File: config.mk
export PLATFORM = sky130hd
export DESIGN_NAME = dbg_word_streamer
export DESIGN_NICKNAME = d
export VERILOG_FILES = /design/src/rtl/dws_pkg.sv /design/src/rtl/dws_ctrl.sv /design/src/rtl/dws_fetch.sv /design/src/rtl/dws_shift.sv /design/src/rtl/dbg_word_streamer.sv
export SDC_FILE = /design/constraint.sdc
export NUM_CORES = 1
export LEC_CHECK = 0
export BUFFER_PORTS_ARGS = -buffer_cell sky130_fd_sc_hd__buf_2
export CAP_MARGIN = 40
export CORE_MARGIN = 2
export CORE_UTILIZATION = 58
export DETAILED_ROUTE_END_ITERATION = 12
export GPL_ROUTABILITY_DRIVEN = 0
export PLACE_DENSITY = 0.85
export SLEW_MARGIN = 20
export SYNTH_ARGS = -nofsm -noshare
export SYNTH_HDL_FRONTEND = slang
export SYNTH_SLANG_ARGS = --single-unit
File: constraint.sdc
create_clock -name tclk_i -period 5.5 [get_ports tclk_i]
set_input_delay 0 -clock tclk_i [delete_from_list [all_inputs] [get_ports tclk_i]]
set_output_delay 0 -clock tclk_i [all_outputs]
set_load 0.02 [all_outputs]
File: src/rtl/dws_pkg.sv
package dws_pkg;

    typedef enum logic [1:0] {
        ST_IDLE  = 2'd0,
        ST_FETCH = 2'd1,
        ST_SEND  = 2'd2
    } dws_state_e;

endpackage

File: src/rtl/dws_ctrl.sv
module dws_ctrl
    import dws_pkg::*;
#(
    parameter int NWORDS    = 4,
    parameter int FRAME_LEN = 35
) (
    input  logic                              clk_i,
    input  logic                              rst_ni,
    input  logic                              pass_start_i,
    input  logic                              enable_i,
    output dws_state_e                        state_o,
    output logic [$clog2(NWORDS+1)-1:0]       fetch_cnt_o,
    output logic [$clog2(NWORDS)-1:0]         word_idx_o,
    output logic [$clog2(FRAME_LEN)-1:0]      bit_idx_o
);

    localparam int FCW = $clog2(NWORDS + 1);
    localparam int WIW = $clog2(NWORDS);
    localparam int BIW = $clog2(FRAME_LEN);

    dws_state_e       state_q, state_d;
    logic [FCW-1:0]   fcnt_q;
    logic [WIW-1:0]   widx_q;
    logic [BIW-1:0]   bidx_q;
    logic             frame_end;
    logic             last_word;
    logic             fetch_done;

    assign frame_end  = (bidx_q == BIW'(FRAME_LEN - 1));
    assign last_word  = (widx_q == WIW'(NWORDS - 1));
    assign fetch_done = (fcnt_q == FCW'(NWORDS));

    // next-state logic
    always_comb begin
        state_d = state_q;
        unique case (state_q)
            ST_IDLE:  if (pass_start_i && enable_i)         state_d = ST_FETCH; // start
            ST_FETCH: if (fetch_done)                       state_d = ST_SEND;  // captured
            ST_SEND:  if (frame_end && (last_word || !enable_i))
                                                            state_d = ST_IDLE;  // done
            default:                                        state_d = ST_IDLE;
        endcase
    end

    // state register
    always_ff @(posedge clk_i) begin
        if (!rst_ni) state_q <= ST_IDLE;
        else         state_q <= state_d;
    end

    // counters
    always_ff @(posedge clk_i) begin
        if (!rst_ni) begin
            fcnt_q <= '0;
            widx_q <= '0;
            bidx_q <= '0;
        end else begin
            unique case (state_q)
                ST_IDLE: begin
                    fcnt_q <= '0;
                    widx_q <= '0;
                    bidx_q <= '0;
                end
                ST_FETCH: begin
                    fcnt_q <= fetch_done ? '0 : fcnt_q + 1'b1;
                    widx_q <= '0;
                    bidx_q <= '0;
                end
                ST_SEND: begin
                    if (frame_end) begin
                        bidx_q <= '0;
                        widx_q <= widx_q + 1'b1; // next word
                    end else begin
                        bidx_q <= bidx_q + 1'b1;
                    end
                end
                default: begin
                    fcnt_q <= '0;
                    widx_q <= '0;
                    bidx_q <= '0;
                end
            endcase
        end
    end

    assign state_o     = state_q;
    assign fetch_cnt_o = fcnt_q;
    assign word_idx_o  = widx_q;
    assign bit_idx_o   = bidx_q;

    // a strobe seen while sending never re-enters fetch
    a_r6_no_restart: assert property (@(posedge clk_i) disable iff (!rst_ni)
        (state_q == ST_SEND) |=> (state_q != ST_FETCH));

    // a frame under way is never cut short
    a_r8_frame_completes: assert property (@(posedge clk_i) disable iff (!rst_ni)
        (state_q == ST_SEND && !frame_end) |=> (state_q == ST_SEND));

    // disabled monitor stays idle
    a_r7_stay_idle: assert property (@(posedge clk_i) disable iff (!rst_ni)
        (state_q == ST_IDLE && !enable_i) |=> (state_q == ST_IDLE));

    // fetch window runs its full length
    a_r4_fetch_len: assert property (@(posedge clk_i) disable iff (!rst_ni)
        (state_q == ST_FETCH && !fetch_done) |=> (state_q == ST_FETCH));

endmodule

File: src/rtl/dws_fetch.sv
module dws_fetch #(
    parameter int NWORDS = 4,
    parameter int AW     = 8,
    parameter int DW     = 32
) (
    input  logic                           clk_i,
    input  logic                           rst_ni,
    input  logic                           fetching_i,
    input  logic [$clog2(NWORDS+1)-1:0]    fetch_cnt_i,
    input  logic [NWORDS*AW-1:0]           sel_addr_i,
    input  logic [DW-1:0]                  rd_data_i,
    output logic                           rd_req_o,
    output logic [AW-1:0]                  rd_addr_o,
    output logic [NWORDS*DW-1:0]           shadow_o
);

    localparam int FCW = $clog2(NWORDS + 1);
    localparam int WIW = $clog2(NWORDS);

    logic [AW-1:0]  slot_addr [NWORDS];
    logic [WIW-1:0] slot_idx;
    logic           cap_vld_q;
    logic [WIW-1:0] cap_idx_q;
    logic           in_range;

    assign in_range = (fetch_cnt_i < FCW'(NWORDS));
    assign slot_idx = in_range ? WIW'(fetch_cnt_i) : '0;
    assign rd_req_o  = fetching_i && in_range;
    assign rd_addr_o = rd_req_o ? slot_addr[slot_idx] : '0;

    always_ff @(posedge clk_i) begin
        if (!rst_ni) begin
            cap_vld_q <= 1'b0;
            cap_idx_q <= '0;
        end else begin
            cap_vld_q <= rd_req_o;
            cap_idx_q <= slot_idx;
        end
    end

    for (genvar g = 0; g < NWORDS; g++) begin : g_slot
        assign slot_addr[g] = sel_addr_i[g*AW +: AW];

        always_ff @(posedge clk_i) begin
            if (!rst_ni)
                shadow_o[g*DW +: DW] <= '0;
            else if (cap_vld_q && cap_idx_q == WIW'(g))
                shadow_o[g*DW +: DW] <= rd_data_i;
        end
    end

    // reads are issued only inside the fetch window
    a_r2_req_only_fetch: assert property (@(posedge clk_i) disable iff (!rst_ni)
        !fetching_i |-> !rd_req_o);

    // shadow buffer only changes on a returning read
    a_r5_shadow_hold: assert property (@(posedge clk_i) disable iff (!rst_ni)
        !cap_vld_q |=> $stable(shadow_o));

endmodule

File: src/rtl/dws_shift.sv
module dws_shift #(
    parameter int NWORDS    = 4,
    parameter int DW        = 32,
    parameter int FRAME_LEN = 35
) (
    input  logic                            clk_i,
    input  logic                            rst_ni,
    input  logic                            sending_i,
    input  logic [$clog2(NWORDS)-1:0]       word_idx_i,
    input  logic [$clog2(FRAME_LEN)-1:0]    bit_idx_i,
    input  logic [NWORDS*DW-1:0]            shadow_i,
    output logic                            sdo_o
);

    localparam int BIW = $clog2(FRAME_LEN);
    localparam int PW  = $clog2(DW);

    logic [DW-1:0] cur_word;
    logic [PW-1:0] pos;

    assign cur_word = shadow_i[word_idx_i*DW +: DW];
    assign pos      = PW'(DW - int'(bit_idx_i));

    // output process
    always_comb begin
        sdo_o = 1'b0;
        if (sending_i) begin
            if (bit_idx_i == '0)
                sdo_o = 1'b1;                      // flag
            else if (bit_idx_i <= BIW'(DW))
                sdo_o = cur_word[pos];             // data, MSB first
            else
                sdo_o = 1'b0;                      // guard bits
        end
    end

    // line low outside a frame
    a_r1_idle_low: assert property (@(posedge clk_i) disable iff (!rst_ni)
        !sending_i |-> !sdo_o);

    // every frame opens with a high flag
    a_r3_flag_high: assert property (@(posedge clk_i) disable iff (!rst_ni)
        (sending_i && bit_idx_i == '0) |-> sdo_o);

    // guard cycles stay low
    a_r3_tail_low: assert property (@(posedge clk_i) disable iff (!rst_ni)
        (sending_i && bit_idx_i > BIW'(DW)) |-> !sdo_o);

endmodule

File: src/rtl/dbg_word_streamer.sv
module dbg_word_streamer
    import dws_pkg::*;
#(
    parameter int NWORDS    = 4,
    parameter int AW        = 8,
    parameter int DW        = 32,
    parameter int TAIL_BITS = 2
) (
    input  logic                   tclk_i,
    input  logic                   rst_ni,
    input  logic                   enable_i,
    input  logic                   pass_start_i,
    input  logic [NWORDS*AW-1:0]   sel_addr_i,
    output logic                   rd_req_o,
    output logic [AW-1:0]          rd_addr_o,
    input  logic [DW-1:0]          rd_data_i,
    output logic                   sdo_o
);

    localparam int FRAME_LEN = 1 + DW + TAIL_BITS;
    localparam int FCW       = $clog2(NWORDS + 1);
    localparam int WIW       = $clog2(NWORDS);
    localparam int BIW       = $clog2(FRAME_LEN);

    dws_state_e         state;
    logic [FCW-1:0]     fetch_cnt;
    logic [WIW-1:0]     word_idx;
    logic [BIW-1:0]     bit_idx;
    logic [NWORDS*DW-1:0] shadow;

    dws_ctrl #(
        .NWORDS    (NWORDS),
        .FRAME_LEN (FRAME_LEN)
    ) u_ctrl (
        .clk_i        (tclk_i),
        .rst_ni       (rst_ni),
        .pass_start_i (pass_start_i),
        .enable_i     (enable_i),
        .state_o      (state),
        .fetch_cnt_o  (fetch_cnt),
        .word_idx_o   (word_idx),
        .bit_idx_o    (bit_idx)
    );

    dws_fetch #(
        .NWORDS (NWORDS),
        .AW     (AW),
        .DW     (DW)
    ) u_fetch (
        .clk_i       (tclk_i),
        .rst_ni      (rst_ni),
        .fetching_i  (state == ST_FETCH),
        .fetch_cnt_i (fetch_cnt),
        .sel_addr_i  (sel_addr_i),
        .rd_data_i   (rd_data_i),
        .rd_req_o    (rd_req_o),
        .rd_addr_o   (rd_addr_o),
        .shadow_o    (shadow)
    );

    dws_shift #(
        .NWORDS    (NWORDS),
        .DW        (DW),
        .FRAME_LEN (FRAME_LEN)
    ) u_shift (
        .clk_i      (tclk_i),
        .rst_ni     (rst_ni),
        .sending_i  (state == ST_SEND),
        .word_idx_i (word_idx),
        .bit_idx_i  (bit_idx),
        .shadow_i   (shadow),
        .sdo_o      (sdo_o)
    );

endmodule

==> summary.md, run 1 <==
| Metric | Value |
|---|---|
| Peak VDD IR | 295 uV |
| Hold Vio Cnt, Final | 0 |
| DRC violations left | 0 |
| Global-route usage over all layers | 29.7% |
| NetSw | 515 uW |
| CP required | 5500 ps |
| Setup TNS | 0 ps |
| Final min period | 3040 ps |
| 1st-pass router iterations | 5 |
| Sw Share | 22.3% |
| ANT nets after route | 0 |
| Warnings from Yosys | 0 |
| Largest net degree at the start of global routing | 73 |
| Commonest non-fill, non-tap cell in the layout | nand2_1 |
| Ant diodes | 0 |
| First-pass GRT wire length | 27,600 um |
| Area leader, netlist | dfxtp_1 |
| Number of buffers added for setup after CTS | 0 |
| Async set-reset flop share out of synthesis | 0% |
| Initial core utilization | 59.9% |
| Synth Cell Area | 0.00655 sq mm |
| RSZ-0062 raised after global routing | no |
| CP arrival | 3040 ps |
| Syn_nets | 853 |
| Drt total wl | 17,100 um |
| Initial antenna violation count | 0 |
| Post-Synth XOR/XNOR Area | 1.05% |
| Least-Margin Pin Slew | 827 ps |
| Fill cell count | 796 |
| Combinational power share | 7.1% |
| Die Span Y | 110 um |
| Fmax | 329 MHz |
| CTS Sinks | 144 |
| CTS tree | built |
| Post-synth EDFFs | 0 |
| Hold Buf Count CTS | 35 |
| Final hold slack | 92.8 ps |
| Worst-path cell with the longest stage delay | dfxtp_1 |
| IO buf count | 77 |
| P_int | 1790 uW |
| Status | finished, final reports clean |
| Via count | 5,895 |
| Synth cell types | 44 |
| Area growth syn-to-layout | 19.7% |
| Crit path max-delay family | compound AO/OA/AOI/OAI gates |
| Synth Instances | 779 |
| DP Cell Count | 943 |
| HPWL after DPL | 10,400 um |
| Dpl cell area | 0.00692 sq mm |
| Post-synthesis sequential area ratio | 44.0% |
| Largest stage delay, worst path | 770 ps |
| Maximum fanout along the worst path | 13 |
| Number of synthesized register bits | 144 |
| Leak | 0.00276 uW |
| Vias in the first global route | 5,891 |
| Worst reg-to-reg setup slack | 3240 ps |
| Mux cell area share after synthesis | 15.1% |
| # setup viols final | 0 |
| Rows | 38 |
| CTS Buffer Depth | 2 |
| Tcrit/Tclk final | 55.3% |
| Clk pwr share | 46.8% |
| H-tree levels | 4 |
| Core region area | 0.0109 sq mm |
| Compound-Gate Fraction of Synth Area | 13.9% |
| Post-detailed-route via-to-cell ratio | 5.84 |
| Clock slew at reported path FFs | 60 ps |
| Relative slew slack | 44.9% |
| Crit path cell chain | buf_4 -> mux4_2 -> nor3b_1 -> a2111o_1 -> o221ai_1 -> o21a_1 -> buf_2 |
| Adder-Cell Fraction of Synth Area | 1.15% |
| Clk_skew | 3.87 ps |
| Power Dens Cells | 294 mW/mm^2 |
| Hold Path Class | input pin to flip-flop |
| Cell Count, Final, Fillers Out | 1,009 |
| Starting DRT DRC Count | 555 |
| CTS root buffer | clkbuf_16 |
| Post-CTS resize count | 0 |
| Final Max Tran Viols | 0 |
| Crit path kind | flip-flop to output port |
| Worst setup SP type | flip-flop |
| Top_reg_cell synth | dfxtp_1 |
| Routed len/inst | 16.9 um |
| Syn avg cell area | 8.41 sq um |
| Layout cells sized above 1 | 18.4% |
| DIE AREA | 0.0122 sq mm |
| Yosys top cell area share | 44.0% |
| Design area | 0.00784 sq mm |
| Buf/Inv on CP | 2 |
| Top post-synthesis cells by area | dfxtp_1, nand2_1, mux4_2 |
| Worst skew pair latency | 420 ps |
| Final nets | 932 |
| Die W | 110 um |
| Simple logic cell fraction of the synthesized area | 20.0% |
| I/O pins | 78 |
| Main combinational cell family by area after synthesis | simple AND/OR/NAND/NOR gates |
| Share of power burned in registers | 46.2% |
| CTS Buf Count | 17 |
| Grt ovf | 0 |
| Crit. End Element | output port |
| MaxCap Viol Count | 0 |
| Most frequent cells in the layout | nand2_1, dfxtp_1, a21oi_1 |
[metal layers]
metal,vias up,track usage [%],routed length (um)
li1,2791,-,-
met1,2819,35.3,6720
met2,251,52.1,8810
met3,34,7.11,1290
met4,0,10.9,276
met5,-,0,0
[per-stage QoR]
stage,util [%],worst slack (ps),total power [uW]
global route,71.7,2300,2370
detailed placement,63.3,2940,1220
finish,71.7,2460,2300
floorplan,-,3450,1170
global placement,63.1,2720,1220
CTS,71.5,2460,2300
[cell families (layout without fill, tap and decap cells)]
logic type / Yosys count / count (layout)
simple gates: 325 / 325
buf+inv: 70 / 160
flops: 144 / 144
fa+ha+maj: 6 / 6
mux: 61 / 61
compound gates: 166 / 166
xor+xnor: 7 / 7
[registers in the layout, indices dropped and copies added (netlist names)]
| register | count |
|---|---|
| u_fetch.cap_idx_q | 2 |
| u_ctrl.bit_idx_o | 6 |
| u_ctrl.fetch_cnt_o | 3 |
| u_ctrl.state_o | 2 |
| u_fetch.cap_vld_q | 1 |
| u_ctrl.word_idx_o | 2 |
| u_fetch.shadow_o | 128 |
[worst paths after layout]
kind / start / to / depth (start not counted)
worst max register to register: u_ctrl.fetch_cnt_o[0]$_SDFFE_PN0N_ / u_ctrl.state_o[0]$_SDFFE_PN0P_ / 6
worst min register to register: u_fetch.shadow_o[124]$_SDFFE_PN0P_ / u_fetch.shadow_o[124]$_SDFFE_PN0P_ / 2
worst min-delay path: enable_i / u_ctrl.state_o[1]$_SDFFE_PN0P_ / 4
worst max-delay path: u_ctrl.word_idx_o[1]$_SDFFE_PN0P_ / sdo_o / 7
[cell type report]
cell class	instances	area (sq um)	share of cell area [%]
Multi-Input combinational cell	565	3370	42.9
Tap cell	140	175	2.23
Clock inverter	6	57.6	0.734
Clock buffer	24	492	6.27
Inverter	8	31.3	0.399
Sequential cell	144	2880	36.8
Timing Repair Buffer	122	836	10.7
[power by group through the flow]
stage / clock (uW) / sequential [uW] / combinational [uW]
6_report: 1080 / 1060 / 162
4_1_cts: 1080 / 1060 / 159
2_1_floorplan: 0 / 1080 / 84.9
3_3_place_gp: 0 / 1090 / 132
3_5_place_dp: 0 / 1090 / 138
5_1_grt: 1130 / 1060 / 177
[Yosys cell counts, types with 3 or more instances]
| master | instances |
|---|---|
| mux4_2 | 30 |
| a21oi_1 | 133 |
| nand2_1 | 269 |
| nand3_1 | 9 |
| or2_2 | 3 |
| inv_1 | 6 |
| nor2_1 | 20 |
| buf_2 | 8 |
| ha_1 | 6 |
| dfxtp_1 | 144 |
| nor2b_1 | 12 |
| xor2_1 | 4 |
| a211oi_1 | 17 |
| clkbuf_1 | 47 |
| buf_6 | 4 |
| mux2i_1 | 29 |
| o21ai_0 | 3 |
[tightest hold or removal path: stages]
cell	delay, ps
buf_2	110
nor2b_1	120
o21ai_0	160
a211oi_1	80
(Power assumes the default switching activity.)
==> run 2: changes to the inputs <==
Settings changed: ABC_AREA set to 1.
Clock period 5.5 ns to 2.9 ns, I/O delays scaled along.
==> run 2 against run 1 <==
Effect of this change:
- utilization shrank 1.1 points
- combinational power grew 120%
- global-route usage grew 0.27 points
==> summary.md, run 2 <==
| Metric | Value |
|---|---|
| Crit path kind | flip-flop to output port |
| CP required | 2900 ps (-2600 ps) |
| Power Dens Cells | 573 mW/mm^2 (+95%) |
| Worst-path cell with the longest stage delay | inv_2 |
| Most frequent cells in the layout | nor2_1, nand2_1, o21ai_0 |
| Top post-synthesis cells by area | dfxtp_1, o21ai_0, nor2_1 |
| Final core occ | 70.6% (-1.1 points) |
| Number of synthesized register bits | 144 (unchanged) |
| Post-synth EDFFs | 0 (unchanged) |
| Post-detailed-route via-to-cell ratio | 5.50 (-5.8%) |
| Largest net degree at the start of global routing | 65 (-11%) |
| Hold Vio Cnt, Final | 0 (unchanged) |
| Post-synthesis sequential area ratio | 42.3% (-1.7 points) |
| Warnings from Yosys | 0 (unchanged) |
| Syn avg cell area | 6.73 sq um (-20%) |
| Setup TNS | 0 ps (unchanged) |
| Max FFs per register | 128 (unchanged) |
| Layout cells sized above 1 | 12.0% (-6.5 points) |
| # setup viols final | 0 (unchanged) |
| Final min period | 2400 ps |
| Starting DRT DRC Count | 769 (+39%) |
| IO buf count | 77 (unchanged) |
| Most Frequent Cell on Critical Path | nor2_1 |
| Area leader, netlist | dfxtp_1 |
| Hold Path Class | input pin to flip-flop |
| Largest stage delay, worst path | 560 ps (-210 ps) |
| Maximum fanout along the worst path | 37 (+24) |
| Leak | 0.00338 uW (+22%) |
| DIE AREA | 0.0126 sq mm (+3.9%) |
| CTS Sinks | 144 (unchanged) |
| Tcrit/Tclk final | 82.8% |
| Synth Cell Area | 0.00682 sq mm (+4.0%) |
| Fmax | 416 MHz |
| Clk_skew | 12.1 ps (+8.26 ps) |
| Async set-reset flop share out of synthesis | 0% (unchanged) |
| Synth Instances | 1,013 (+30%) |
| CP arrival | 2400 ps (-640 ps) |
| Die W | 112 um (+1.9%) |
| ANT nets after route | 0 (unchanged) |
| Worst setup SP type | flip-flop |
| Initial core utilization | 59.4% (-0.46 points) |
| Initial antenna violation count | 0 (unchanged) |
| Multi-input gate area | 0.00324 sq mm (-3.9%) |
| Die Span Y | 112 um (+1.9%) |
| Top_reg_cell synth | dfxtp_1 |
| Post-synth top cells | nor2_1, nand2_1, dfxtp_1, o21ai_0, nand3_1 |
| Relative slew slack | 48.7% (+3.8 points) |
| Rows | 39 (+2.6%) |
| Grt ovf | 0 (unchanged) |
| Final Max Tran Viols | 0 (unchanged) |
| Crit path cell chain | inv_2 -> o21ai_0 -> o21ai_1 -> o21ai_1 -> nor2_1 -> nor2_1 -> nor2_1 -> nor2_1 -> nor2_1 -> buf_2 |
| HPWL after DPL | 10,400 um (-0.82%) |
| First-pass GRT wire length | 30,800 um (+12%) |
| Crit. End Element | output port |
| Commonest non-fill, non-tap cell in the layout | nor2_1 |
| CTS Buf Count | 17 (unchanged) |
| Final nets | 1,168 (+25%) |
| Synth cell types | 32 (-27%) |
| CTS root buffer | clkbuf_16 |
| DRC violations left | 0 (unchanged) |
| Syn_nets | 1,087 (+27%) |
| CTS tree | built |
| H-tree levels | 4 (unchanged) |
| Area growth syn-to-layout | 18.9% |
| Crit path max-delay family | buffers and inverters |
| Status | finished, final reports clean |
| Vias in the first global route | 6,417 (+8.9%) |
| Crit path launch | u_ctrl.word_idx_o[1]$_SDFFE_PN0P_ |
| Count leader, synth | nor2_1 |
| Least-Margin Pin Slew | 768 ps (-58.8 ps) |
| RSZ-0062 raised after global routing | no |
| Register area | 0.00288 sq mm (unchanged) |
| Core region area | 0.0115 sq mm (+4.9%) |
| Yosys top cell area share | 42.3% (-1.7 points) |
| Ant diodes | 0 (unchanged) |
| Clock slew at reported path FFs | 60 ps (about the same) |
| CTS Buffer Depth | 2 (unchanged) |
| Global-route usage over all layers | 30.0% (+0.27 points) |
| Biggest register | u_fetch.shadow_o |
| Routed len/inst | 14.8 um (-13%) |
| Worst skew pair latency | 410 ps (about the same) |
| Peak VDD IR | 679 uV (+130%) |
| Buf/Inv on CP | 2 (unchanged) |
| Via count | 6,861 (+16%) |
| MaxCap Viol Count | 0 (unchanged) |
| Hold_sp | enable_i |
| Drt total wl | 18,400 um (+7.7%) |
| 1st-pass router iterations | 5 (unchanged) |
| FF-to-FF Start | u_ctrl.bit_idx_o[0]$_SDFF_PP0_ |
| Fill cell count | 941 (+18%) |
| I/O pins | 78 (unchanged) |
[run 2: cell count changes after synthesis, sizes merged, moves of 29 or more]
cell   change
mux4      -30
nor2     +165
a21oi     -49
nand3     +93
inv       +83
mux2i     -29
o21ai    +154
nand2    -110
[run 2: kinds of logic after synthesis]
logic type	count (synthesis)	share of synthesized area (%)
AND/OR/NAND/NOR	453	27.2
adder cells (fa/ha/maj)	6	1.10
XOR/XNOR	4	0.514
buffers and inverters	159	10.5
flip-flops	144	42.3
AO/OA/AOI/OAI	247	18.5
[run 2: final cells by class]
type                       instances  area share (%)
multi-input combinational        710            39.9
clock inverter                     7            1.67
sequential                       144            35.6
tap                              143            2.21
timing repair buffer             127            10.4
clock buffer                      22            5.73
inverter                          94            4.42
[run 2: layer usage]
layer | vias up | part of all wire, % | global-route usage [%] | wire length (um)
met1 | 3123 | 42 | 38.6 | 7690
met5 | - | 0 | 0 | 0
met4 | 0 | 1.7 | 10.6 | 307
met3 | 30 | 7.4 | 7.29 | 1370
li1 | 3433 | - | - | -
met2 | 275 | 49 | 49.4 | 9030
[run 2: report_power, final]
group          leakage (uW)  internal (uW)  total, uW  switching, uW
clock              0.000296           1470       2250            784
sequential          0.00116           2020       2030           18.7
combinational       0.00193            143        361            218
[run 2: timing repair]
action,CTS,global route
buffers inserted,0,0
hold buffers,34,0
hold endpoints to repair,129,0
resized for setup,0,0
[run 2: tightest hold or removal path: stages]
cell and delay, ps:
buf_2 110, inv_1 50, nor2_1 30, o21ai_0 140, a211oi_1 60
[run 2: through the flow]
step	cell area (sq um)	worst slack (ps)	cells	hold slack [ps]	total power, uW
after floorplan	6820	975	1013	135	2260
after global placement	7160	970	1184	268	2390
after detailed placement	7160	976	1184	275	2390
after CTS	8100	526	1247	14.7	4650
after global routing	8100	305	1247	41.8	4810
final	8100	498	1247	42.3	4640
[run 2: worst paths after layout]
kind	to	slack [ps]	cells after the start
max	sdo_o	500	10
min	u_ctrl.state_o[1]$_SDFFE_PN0P_	40	5
max reg2reg	u_ctrl.word_idx_o[0]$_SDFFE_PN0P_	1100	6
min reg2reg	u_fetch.shadow_o[82]$_SDFFE_PN0P_	440	2
